==> src/rtl/dbell_mbox_pkg.sv <==
package dbell_mbox_pkg;
   // register offsets inside one channel
   localparam int OFS_STAT  = 'h00;
   localparam int OFS_SET   = 'h08;
   localparam int OFS_CLR   = 'h10;
   // channel layout: non-secure channels packed from 0, secure ones from SEC_BASE
   localparam int CH_STRIDE = 'h20;
   localparam int SEC_BASE  = 'h200;

   function automatic int chan_base(input int idx, input int n_open);
      if (idx < n_open) return idx * CH_STRIDE;
      return SEC_BASE + (idx - n_open) * CH_STRIDE;
   endfunction
endpackage

==> src/rtl/dbell_decode.sv <==
module dbell_decode #(
   parameter int                ADDR_W   = 12,
   parameter int                N_CHAN   = 3,
   parameter int                N_OPEN   = 2,
   parameter logic [N_CHAN-1:0] SEC_MASK = 3'b100
) (
   input  logic [ADDR_W-1:2]  waddr,
   input  logic               nonsec,
   output logic [N_CHAN-1:0]  hit_stat,
   output logic [N_CHAN-1:0]  hit_set,
   output logic [N_CHAN-1:0]  hit_clr,
   output logic [N_CHAN-1:0]  deny
);
   import dbell_mbox_pkg::*;

   for (genvar i = 0; i < N_CHAN; i++) begin : g_ch
      localparam logic [ADDR_W-1:0] A_STAT = ADDR_W'(chan_base(i, N_OPEN) + OFS_STAT);
      localparam logic [ADDR_W-1:0] A_SET  = ADDR_W'(chan_base(i, N_OPEN) + OFS_SET);
      localparam logic [ADDR_W-1:0] A_CLR  = ADDR_W'(chan_base(i, N_OPEN) + OFS_CLR);

      assign hit_stat[i] = (waddr == A_STAT[ADDR_W-1:2]);
      assign hit_set[i]  = (waddr == A_SET[ADDR_W-1:2]);
      assign hit_clr[i]  = (waddr == A_CLR[ADDR_W-1:2]);

      if (SEC_MASK[i]) begin : g_secure
         assign deny[i] = nonsec & (hit_stat[i] | hit_set[i] | hit_clr[i]);
      end else begin : g_open
         assign deny[i] = 1'b0;
      end
   end
endmodule

==> src/rtl/dbell_chan.sv <==
module dbell_chan #(
   parameter int DATA_W  = 32,
   parameter bit IRQ_REG = 1'b1
) (
   input  logic              pclk,
   input  logic              presetn,
   input  logic              set_en,
   input  logic              clr_en,
   input  logic [DATA_W-1:0] mask,
   output logic [DATA_W-1:0] word_o,
   output logic              irq_o
);
   logic [DATA_W-1:0] word_q;
   logic [DATA_W-1:0] set_m, clr_m;

   assign set_m = set_en ? mask : '0;
   assign clr_m = clr_en ? mask : '0;

   // clear dominates a simultaneous set of the same bit
   always_ff @(posedge pclk or negedge presetn) begin
      if (!presetn)               word_q <= '0;
      else if (set_en || clr_en)  word_q <= (word_q | set_m) & ~clr_m;
   end

   assign word_o = word_q;

   if (IRQ_REG) begin : g_irq_ff
      logic irq_q;
      always_ff @(posedge pclk or negedge presetn) begin
         if (!presetn) irq_q <= 1'b0;
         else          irq_q <= |word_q;
      end
      assign irq_o = irq_q;
   end else begin : g_irq_comb
      assign irq_o = |word_q;
   end
endmodule

==> src/rtl/dbell_rdmux.sv <==
module dbell_rdmux #(
   parameter int DATA_W = 32,
   parameter int N_CHAN = 3
) (
   input  logic                     rd_en,
   input  logic [N_CHAN-1:0]        sel,
   input  logic [N_CHAN*DATA_W-1:0] words,
   output logic [DATA_W-1:0]        rdata
);
   always_comb begin
      rdata = '0;
      for (int i = 0; i < N_CHAN; i++) begin
         if (rd_en && sel[i]) rdata = rdata | words[i*DATA_W +: DATA_W];
      end
   end
endmodule

==> src/rtl/dbell_mbox.sv <==
module dbell_mbox #(
   parameter int                DATA_W   = 32,
   parameter int                ADDR_W   = 12,
   parameter int                N_CHAN   = 3,
   parameter logic [N_CHAN-1:0] SEC_MASK = 3'b100,
   parameter bit                IRQ_REG  = 1'b1
) (
   input  logic              pclk,
   input  logic              presetn,
   input  logic              psel,
   input  logic              penable,
   input  logic              pwrite,
   input  logic [ADDR_W-1:0] paddr,
   input  logic [DATA_W-1:0] pwdata,
   input  logic [2:0]        pprot,
   output logic [DATA_W-1:0] prdata,
   output logic              pready,
   output logic              pslverr,
   output logic [N_CHAN-1:0] irq_o
);
   localparam int N_SEC  = $countones(SEC_MASK);
   localparam int N_OPEN = N_CHAN - N_SEC;

   if (ADDR_W < 10 || ADDR_W > 16) begin : g_bad_addr
      $error("dbell_mbox: ADDR_W must lie in 10..16");
   end
   if (N_CHAN < 1 || N_CHAN > 8) begin : g_bad_chan
      $error("dbell_mbox: N_CHAN must lie in 1..8");
   end
   if (DATA_W < 1 || DATA_W > 32) begin : g_bad_data
      $error("dbell_mbox: DATA_W must lie in 1..32");
   end

   logic                     acc, wr, rd, nonsec;
   logic [N_CHAN-1:0]        hit_stat, hit_set, hit_clr, deny;
   logic [N_CHAN*DATA_W-1:0] word_flat;
   logic                     unused_bits;

   assign acc    = psel & penable;
   assign wr     = acc & pwrite;
   assign rd     = acc & ~pwrite;
   assign nonsec = pprot[1];
   assign unused_bits = ^{pprot[2], pprot[0], paddr[1:0]};

   dbell_decode #(
      .ADDR_W(ADDR_W), .N_CHAN(N_CHAN), .N_OPEN(N_OPEN), .SEC_MASK(SEC_MASK)
   ) u_dec (
      .waddr    (paddr[ADDR_W-1:2]),
      .nonsec   (nonsec),
      .hit_stat (hit_stat),
      .hit_set  (hit_set),
      .hit_clr  (hit_clr),
      .deny     (deny)
   );

   for (genvar i = 0; i < N_CHAN; i++) begin : g_chan
      dbell_chan #(.DATA_W(DATA_W), .IRQ_REG(IRQ_REG)) u_ch (
         .pclk    (pclk),
         .presetn (presetn),
         .set_en  (wr & hit_set[i] & ~deny[i]),
         .clr_en  (wr & hit_clr[i] & ~deny[i]),
         .mask    (pwdata),
         .word_o  (word_flat[i*DATA_W +: DATA_W]),
         .irq_o   (irq_o[i])
      );
   end

   dbell_rdmux #(.DATA_W(DATA_W), .N_CHAN(N_CHAN)) u_rd (
      .rd_en (rd),
      .sel   (hit_stat & ~deny),
      .words (word_flat),
      .rdata (prdata)
   );

   assign pready  = 1'b1;
   assign pslverr = acc & (|deny);
endmodule

==> config.mk <==
export PLATFORM = sky130hd
export DESIGN_NAME = dbell_mbox
export DESIGN_NICKNAME = d
export VERILOG_FILES = /design/src/rtl/dbell_mbox_pkg.sv /design/src/rtl/dbell_decode.sv /design/src/rtl/dbell_chan.sv /design/src/rtl/dbell_rdmux.sv /design/src/rtl/dbell_mbox.sv
export SDC_FILE = /design/constraint.sdc
export NUM_CORES = 1
export LEC_CHECK = 0
export BUFFER_PORTS_ARGS = -buffer_cell sky130_fd_sc_hd__buf_2
export CORE_ASPECT_RATIO = 0.8
export CORE_MARGIN = 2
export CORE_UTILIZATION = 24
export DETAILED_ROUTE_END_ITERATION = 10
export GPL_TIMING_DRIVEN = 0
export PLACE_DENSITY_LB_ADDON = 0.08
export SLEW_MARGIN = 20
export SYNTH_ARGS = -nofsm -noshare
export SYNTH_HDL_FRONTEND = slang
export SYNTH_HIERARCHICAL = 1
export SYNTH_SLANG_ARGS = --single-unit
==> constraint.sdc <==
create_clock -name pclk -period 3.5 [get_ports pclk]
set_clock_uncertainty 0.05 [all_clocks]
set_input_delay 0.7 -clock pclk [delete_from_list [all_inputs] [get_ports pclk]]
set_output_delay 0.7 -clock pclk [all_outputs]
set_load 0.005 [all_outputs]
==> flow_metrics.tcl, run 1 <==
set metrics [dict create \
    outcome "finished, final reports clean" \
    slew_violations 0 \
    holdWs_ns 0.190 \
    dp_cells 804 \
    drive_above_1_share 0.249 \
    max_freq_mhz 294 \
    start_kind "input port" \
    p_leak_nw 2.89 \
    slew_headroom 0.440 \
    cts.reportedPaths.clkPinSlew_ns 0.06 \
    cpMostUsedCell "buf_2" \
    ioPinCount 89 \
    syn-cell-area_sq_mm 0.00467 \
    r2r_end "g_chan[0].u_ch/irq_o" \
    cp.arrival_ns 2.65 \
    globalRouteOverflowTotal 0 \
    synth_cell_type_count 31 \
    cts_hold_buf 0 \
    r2r_cells 3 \
    critPathMaxStageDelay_ns 0.45 \
    gp_congestion 0.823 \
    critPathCaptureType "output port" \
    ant_nets 0 \
    fin_crit_sh 0.971 \
    crit_required_ns 2.75 \
    grt_use_total 0.168 \
    cp_cell_sequence "buf_2 -> or3_1 -> nor4_4 -> nor2b_4 -> clkbuf_4 -> and3_1 -> a221o_1 -> buf_2" \
    timing.rr.start "g_chan[0].u_ch/word_o[5]" \
    row_count 45 \
    clock_path_buffers 2 \
    grt_pass1_wl_microns 25900 \
    num_vias 4123 \
    clock_power_share 0.423 \
    hold_path_class "in2async" \
    pre_cts_slack_ns -0.449 \
    path_class "in2out" \
    die_area_sq_mm 0.0206 \
    wl_per_cell_microns 20.6 \
    first_pass_iters 4 \
    synth_flop_cell "dfrtp_1" \
    ys_ff_latch 99 \
    finalHoldViolCount 0 \
    p_per_area_mw_per_mm2 385 \
    setup_viol 0 \
    power_switching_uw 489 \
    numCtsBuffers 9 \
    worst_pin_slew_ns 0.838 \
    crit_buf_inv 3 \
    cts.sinks 99 \
    synthArstFlopShare 1.00 \
    mostFrequentLayoutCells "a21oi_1 (192), buf_2 (99), dfrtp_1 (99), a221o_1 (32), and3_1 (31)" \
    antenna_found_initial 0 \
    syn_to_final_growth_pct 23.2 \
    layout_commonest_cell "a21oi_1" \
    pwr-share-seq 0.521 \
    coreArea_sq_mm 0.0190 \
    regToRegSetupSlack_ns 1.72 \
    pwr-share-comb 0.056 \
    grt_pass1_vias 4332 \
    routed_wirelength_microns 16800 \
    htreeDepth 3 \
    dp_hpwl_microns 12000 \
    final_nets 610 \
    yosys_warnings 6 \
    cts-root-buf "clkbuf_16" \
    die_h_microns 129 \
    viasPerCell 5.05 \
    fin_crit_ns 3.40 \
    power.internal_mw 1.73 \
    synth_edf_count 0 \
    grt_setup_unrepaired "no" \
    switching_share 0.221 \
    initial_core_util 0.245 \
    clkLatencyLatePin_ns 0.34 \
    drv_cap 0 \
    cp_slowest_cell "nor4_4" \
    die_w_microns 160 \
    cts_tree "built" \
    port_buffers 83 \
    drc 0 \
    stdcell_count 816 \
    n_antenna_cell 0 \
    crit_fanout 10 \
    critPathTopFamily "simple AND/OR/NAND/NOR gates" \
    syn_inst 461 \
    irDropWorstVdd_v 0.000170 \
    grt_max_degree 69 \
    total_power_mw 2.21 \
    first_iter_violations 226 \
    nFillCells 2077 \
    fin_ws_ns 0.103 \
    avgSynthCellArea_sq_um 10.1 \
    synth_seq_area_share 0.531 \
]
[per-stage QoR]
step,utilization,TNS (ns),instance area [sq um]
6_report,0.302,0,5750
5_1_grt,0.302,0,5750
4_1_cts,0.301,0,5730
3_5_place_dp,0.286,-12.31,5440
3_3_place_gp,0.284,-11.25,5410
2_1_floorplan,-,0,4670
[power groups by stage]
stage / registers, mW / logic (mW) / clock network [mW]
after floorplan: 1.18 / 0.0247 / 0
after global placement: 1.18 / 0.118 / 0
after detailed placement: 1.18 / 0.124 / 0
after CTS: 1.15 / 0.126 / 0.985
after global routing: 1.15 / 0.140 / 1.02
final: 1.15 / 0.124 / 0.937
[metal layers]
layer | vias to the layer above | global-route usage | wire length, microns
li1 | 1979 | - | -
met1 | 2039 | 0.245 | 8650
met2 | 93 | 0.256 | 7290
met3 | 12 | 0.0358 | 722
met4 | 0 | 0.0397 | 165
met5 | - | 0 | 0
[cell usage after synthesis (2+ instances only)]
cell type  number  area, sq um
a21oi_1       192          961
dfrtp_1        99         2480
a221o_1        32          320
and3_1         31          194
nor4_1         27          169
buf_2          19         95.1
clkbuf_1        9         33.8
nand4_1         6         37.5
nor3_1          4         20.0
nor3b_1         4         30.0
buf_4           3         22.5
buf_8           3         45.0
nor2b_1         3         18.8
nor4_2          3         37.5
or2_1           3         18.8
and2_4          2         17.5
and4b_1         2         20.0
conb_1          2         7.51
nand2b_1        2         12.5
or3_1           2         12.5
or4_4           2         22.5
or4b_1          2         20.0
[timing repair]
item | in CTS | in global routing
setup buffers | 0 | 1
endpoints found under the hold margin | 0 | 0
pin swaps | 0 | 1
setup endpoints to repair | 32 | 30
resized for setup | 7 | 7
[final cells by class]
class | instances | area [sq um] | area share
plain buffers | 35 | 221 | 0.0385
clock buffers | 10 | 229 | 0.0398
clock inverters | 1 | 30.0 | 0.00522
inverters | 1 | 3.75 | 0.000652
multi-input cells | 327 | 2010 | 0.350
flip-flops and latches | 99 | 2480 | 0.431
well taps | 258 | 323 | 0.0561
repair buffers | 85 | 457 | 0.0794
[state kept, by name (all words and copies together) (netlist names)]
register	cells
g_chan.u_ch/irq_o	3
g_chan.u_ch/word_o	96
[worst max-delay path by stage]
| stage | cells past startpoint | slack (ns) | startpoint | end |
|---|---|---|---|---|
| 2_1_floorplan | 6 | 0.40 | paddr[2] | prdata[10] |
| 3_3_place_gp | 8 | -0.43 | paddr[2] | prdata[13] |
| 3_5_place_dp | 8 | -0.45 | paddr[2] | prdata[22] |
| 4_1_cts | 8 | 0.02 | paddr[2] | prdata[22] |
| 5_1_grt | 9 | 0.008 | paddr[8] | prdata[13] |
| 6_report | 8 | 0.10 | paddr[8] | prdata[13] |
[cell families (layout without fill, tap and decap cells)]
family                 after synthesis  count (layout)  synth area share
AOI/OAI and AO/OA                  226             226             0.278
buffers and inverters               36             132            0.0453
and+or+nand+nor                     98              98             0.144
other                                2               3           0.00161
DFF                                 99              99             0.531
(Power assumes the default switching activity.)
==> run 2: changes to the inputs <==
--- a/config.mk
+++ b/config.mk
@@ -6,6 +6,8 @@
 export NUM_CORES = 1
 export LEC_CHECK = 0
 export BUFFER_PORTS_ARGS = -buffer_cell sky130_fd_sc_hd__buf_2
+export CELL_PAD_IN_SITES_DETAIL_PLACEMENT = 1
+export CELL_PAD_IN_SITES_GLOBAL_PLACEMENT = 1
 export CORE_ASPECT_RATIO = 0.8
 export CORE_MARGIN = 2
 export CORE_UTILIZATION = 24
==> flow_metrics.tcl, run 2 (synthesis gave the netlist of run 1 again) <==
set metrics [dict create \
    outcome "finished, final reports clean" \
    setup_viol 0 \
    worst_pin_slew_ns 0.825 \
    max_freq_mhz 294 \
    port_buffers 83 \
    timing.rr.start "g_chan[0].u_ch/word_o[29]" \
    irDropWorstVdd_v 0.000173 \
    n_antenna_cell 0 \
    coreArea_sq_mm 0.0190 \
    grt_use_total 0.178 \
    slew_violations 0 \
    crit_fanout 10 \
    placed_cell_area_sq_mm 0.00544 \
    pre_cts_slack_ns -0.515 \
    p_leak_nw 2.91 \
    wl_per_cell_microns 21.5 \
    regToRegSetupSlack_ns 1.73 \
    finalHoldViolCount 0 \
    crit_required_ns 2.75 \
    grt_max_degree 74 \
    grt_pass1_wl_microns 27500 \
    cp.arrival_ns 2.65 \
    gp_congestion 0.763 \
    clock_path_buffers 2 \
    r2r_end "g_chan[0].u_ch/irq_o" \
    numCtsBuffers 9 \
    routed_wirelength_microns 17600 \
    fin_ws_ns 0.100 \
    largest_reg_flops 96 \
    holdWs_ns 0.167 \
    multiInputGateArea_sq_mm 0.00201 \
    final_util 0.304 \
    die_h_microns 129 \
    drive_above_1_share 0.251 \
    drv_cap 0 \
    initial_core_util 0.245 \
    num_vias 4191 \
    total_power_mw 2.31 \
    dp_cells 804 \
    ioPinCount 89 \
    r2r_cells 3 \
    cts.reportedPaths.clkPinSlew_ns 0.06 \
    syn_to_final_growth_pct 23.8 \
    grt_pass1_vias 4448 \
    p_per_area_mw_per_mm2 399 \
    cts_tree "built" \
    final_nets 610 \
    hold_path_class "in2async" \
    cts.sinks 99 \
    fin_crit_ns 3.40 \
    antenna_found_initial 0 \
    regArea_sq_mm 0.00248 \
    dp_hpwl_microns 12500 \
    die_w_microns 160 \
    path_class "in2out" \
    ant_nets 0 \
    layout_commonest_cell "a21oi_1" \
    start_kind "input port" \
    cts-root-buf "clkbuf_16" \
    globalRouteOverflowTotal 0 \
    clkLatencyLatePin_ns 0.36 \
    stdcell_count 820 \
    critPathCaptureType "output port" \
    nFillCells 2243 \
    fin_crit_sh 0.971 \
    drc 0 \
    first_iter_violations 226 \
    htreeDepth 3 \
    die_area_sq_mm 0.0206 \
    row_count 45 \
    viasPerCell 5.11 \
    slew_headroom 0.445 \
    first_pass_iters 4 \
    setup_tns_ns 0 \
    design_area_sq_mm 0.00578 \
    mostFrequentLayoutCells "a21oi_1 (192), buf_2 (100), dfrtp_1 (99), a221o_1 (32), and3_1 (31)" \
]
## run 2: how the worst max path moves through the flow
stage	from	end	depth (start not counted)
after global placement	paddr[2]	prdata[13]	8
final	paddr[8]	prdata[1]	9
after global routing	paddr[8]	prdata[13]	8
after floorplan	paddr[2]	prdata[10]	6
after detailed placement	paddr[2]	prdata[13]	8
after CTS	paddr[8]	prdata[13]	8
## run 2: area by class of cell
class / instances / area share
clock inverters: 2 / 0.00606
plain buffers: 35 / 0.0375
clock buffers: 13 / 0.0450
multi-input cells: 327 / 0.347
well taps: 258 / 0.0559
repair buffers: 85 / 0.0790
flip-flops and latches: 99 / 0.429
inverters: 1 / 0.000650
## run 2: what timing repair did
item                                    4_1_cts  5_1_grt
endpoints found under the setup margin       32       30
cloned                                        0        0
gates resized for setup                       7        3
hold buffers                                  0        0
pin swaps                                     1        1
setup buffers                                 0        1
## run 2: critical path: stages
cell     delay (ns)
buf_2          0.11
or4_4          0.56
nor3_1         0.19
nor2b_1        0.15
and2_1         0.12
buf_2          0.18
buf_2          0.28
a221o_1        0.23
buf_2          0.12
## run 2: metal layers
layer	track usage	share of wire	vias to the layer above
met5	0	0	-
met4	0.0488	0.011	0
met3	0.0384	0.053	11
met2	0.269	0.43	109
met1	0.258	0.50	2090
li1	-	-	1981
## run 2: power breakdown
part / switching [mW] / internal (mW) / total (mW)
registers: 0.00394 / 1.15 / 1.15
clock network: 0.440 / 0.590 / 1.03
logic: 0.0838 / 0.0404 / 0.124
total: 0.527 / 1.78 / 2.31
==> run 3: changes to the inputs <==
--- a/config.mk
+++ b/config.mk
@@ -5,6 +5,7 @@
 export SDC_FILE = /design/constraint.sdc
 export NUM_CORES = 1
 export LEC_CHECK = 0
+export ABC_AREA = 1
 export BUFFER_PORTS_ARGS = -buffer_cell sky130_fd_sc_hd__buf_2
 export CELL_PAD_IN_SITES_DETAIL_PLACEMENT = 1
 export CELL_PAD_IN_SITES_GLOBAL_PLACEMENT = 1
@@ -12,7 +13,6 @@
 export CORE_MARGIN = 2
 export CORE_UTILIZATION = 24
 export DETAILED_ROUTE_END_ITERATION = 10
-export GPL_TIMING_DRIVEN = 0
 export PLACE_DENSITY_LB_ADDON = 0.08
 export SLEW_MARGIN = 20
 export SYNTH_ARGS = -nofsm -noshare
==> flow_metrics.tcl, run 3 <==
set metrics [dict create \
    die_h_microns 148 \
    syn-cell-area_sq_mm 0.00620 \
    clock_path_buffers 2 \
    die_w_microns 184 \
    ys_ff_latch 99 \
    grt_max_degree 97 \
    drive_above_1_share 0.167 \
    hold_path_class "in2async" \
    viasPerCell 4.33 \
    nFillCells 3189 \
    gp_congestion 0.699 \
    synth_cell_type_count 23 \
    ioPinCount 89 \
    num_vias 5416 \
    outcome "finished, final reports clean" \
    drc 0 \
    grt_pass1_vias 5707 \
    worst_pin_slew_ns 0.922 \
    mostFrequentLayoutCells "inv_1 (255), o21ai_1 (121), dfrtp_1 (99), nand3_1 (99), buf_2 (82)" \
    p_leak_nw 3.70 \
    pre_cts_slack_ns 0.317 \
    antenna_found_initial 0 \
    avgSynthCellArea_sq_um 7.22 \
    max_freq_mhz 328 \
    cts.sinks 99 \
    numCtsBuffers 9 \
    critPathCaptureType "output port" \
    htreeDepth 3 \
    ant_nets 0 \
    row_count 52 \
    port_buffers 83 \
    ctsResizeCount 0 \
    initial_core_util 0.244 \
    total_power_mw 2.41 \
    fin_ws_ns 0.452 \
    synth_seq_area_share 0.400 \
    cp.arrival_ns 2.30 \
    wl_per_cell_microns 15.9 \
    synth_edf_count 0 \
    path_class "in2out" \
    n_antenna_cell 0 \
    dp_hpwl_microns 13400 \
    synth_flop_cell "dfrtp_1" \
    globalRouteOverflowTotal 0 \
    die_area_sq_mm 0.0271 \
    coreArea_sq_mm 0.0254 \
    slew_headroom 0.383 \
    irDropWorstVdd_v 0.000224 \
    multiInputGateArea_sq_mm 0.00239 \
    cts-root-buf "clkbuf_16" \
    fin_crit_sh 0.871 \
    clkLatencyLatePin_ns 0.36 \
    synth_area_leaders "dfrtp_1 (40%), inv_1 (15%), o21ai_1 (9.8%)" \
    crit_fanout 32 \
    grt_setup_unrepaired "no" \
    synth_top_cell_area_share 0.400 \
    cts.reportedPaths.clkPinSlew_ns 0.06 \
    grt_pass1_wl_microns 31800 \
    synthTopCellsByCount "inv_1 (255), o21ai_1 (121), dfrtp_1 (99), nand3_1 (99), nand2_1 (63)" \
    synthArstFlopShare 1.00 \
    layout_commonest_cell "inv_1" \
    synth.most_common_cell "inv_1" \
    start_kind "input port" \
    final_nets 974 \
    fin_crit_ns 3.05 \
    drv_cap 0 \
    largest_reg_flops 96 \
    finalHoldViolCount 0 \
    r2r_cells 4 \
    cts_tree "built" \
    yosys_warnings 6 \
    crit_required_ns 2.75 \
    syn_to_final_growth_pct 15.0 \
    cts_hold_buf 0 \
    routed_wirelength_microns 19800 \
    setup_viol 0 \
    grt_use_total 0.155 \
    syn_inst 859 \
    post_cts_buffers 0 \
    p_per_area_mw_per_mm2 338 \
    yosys.area.top_type "dfrtp_1" \
    regArea_sq_mm 0.00248 \
    first_pass_iters 4 \
    slew_violations 0 \
    first_iter_violations 232 \
    setup_tns_ns 0 \
]
## run 3: per-layer routing
metal	track usage	wire length (microns)	share of wire	up-vias
met4	0.0324	168	0.0085	0
met3	0.0273	535	0.027	12
met5	0	0	0	-
met1	0.223	10600	0.54	2582
li1	-	-	-	2759
met2	0.243	8510	0.43	63
## run 3: path summary, 6_finish.rpt
check | startpoint | end | slack, ns
max | paddr[7] | prdata[12] | 0.45
min | presetn | g_chan[0].u_ch/word_o[8] | 0.28
max reg2reg | g_chan[2].u_ch/word_o[31] | g_chan[2].u_ch/irq_o | 2.24
min reg2reg | g_chan[0].u_ch/word_o[20] | g_chan[0].u_ch/word_o[20] | 0.54
max in group asynchronous | presetn | g_chan[1].u_ch/word_o[10] | 2.36
min in group pclk | g_chan[0].u_ch/word_o[20] | g_chan[0].u_ch/word_o[20] | 0.54
## run 3: critical path: stages
cell and delay (ns):
buf_2 0.09, nor2_1 0.09, nand2_1 0.10, nor2_2 0.15, nand2_1 0.09, a21oi_1 0.33
nor2_2 0.10, buf_12 0.19, nand3_1 0.10, nand3_1 0.16, buf_2 0.17
## run 3: stage by stage
stage	instances	util	cell area [sq um]	hold slack [ns]
final	1250	0.281	7130	0.282
after detailed placement	1235	0.269	6820	0.525
after global routing	1250	0.281	7130	0.323
after CTS	1250	0.281	7130	0.305
after global placement	1235	0.269	6820	0.522
after floorplan	860	-	6200	0.354
## run 3: area by class of cell
cell class | instances | share of cell area
clock buffers | 11 | 0.0340
clock inverters | 4 | 0.0105
inverters | 264 | 0.140
multi-input cells | 456 | 0.335
flip-flops and latches | 99 | 0.347
well taps | 324 | 0.0568
repair buffers | 92 | 0.0768
## run 3: where the power goes
| group | total [mW] | switching, mW | internal [mW] |
|---|---|---|---|
| clock | 1.12 | 0.476 | 0.644 |
| sequential | 1.15 | 0.00218 | 1.15 |
| combinational | 0.143 | 0.105 | 0.0376 |
| total | 2.41 | 0.583 | 1.83 |
## run 3: kinds of logic after synthesis
group,count (synthesis),share of synthesized area
AO/OA/AOI/OAI,195,0.167
buffers and inverters,305,0.220
flip-flops,99,0.400
other,2,0.00121
AND/OR/NAND/NOR,258,0.213
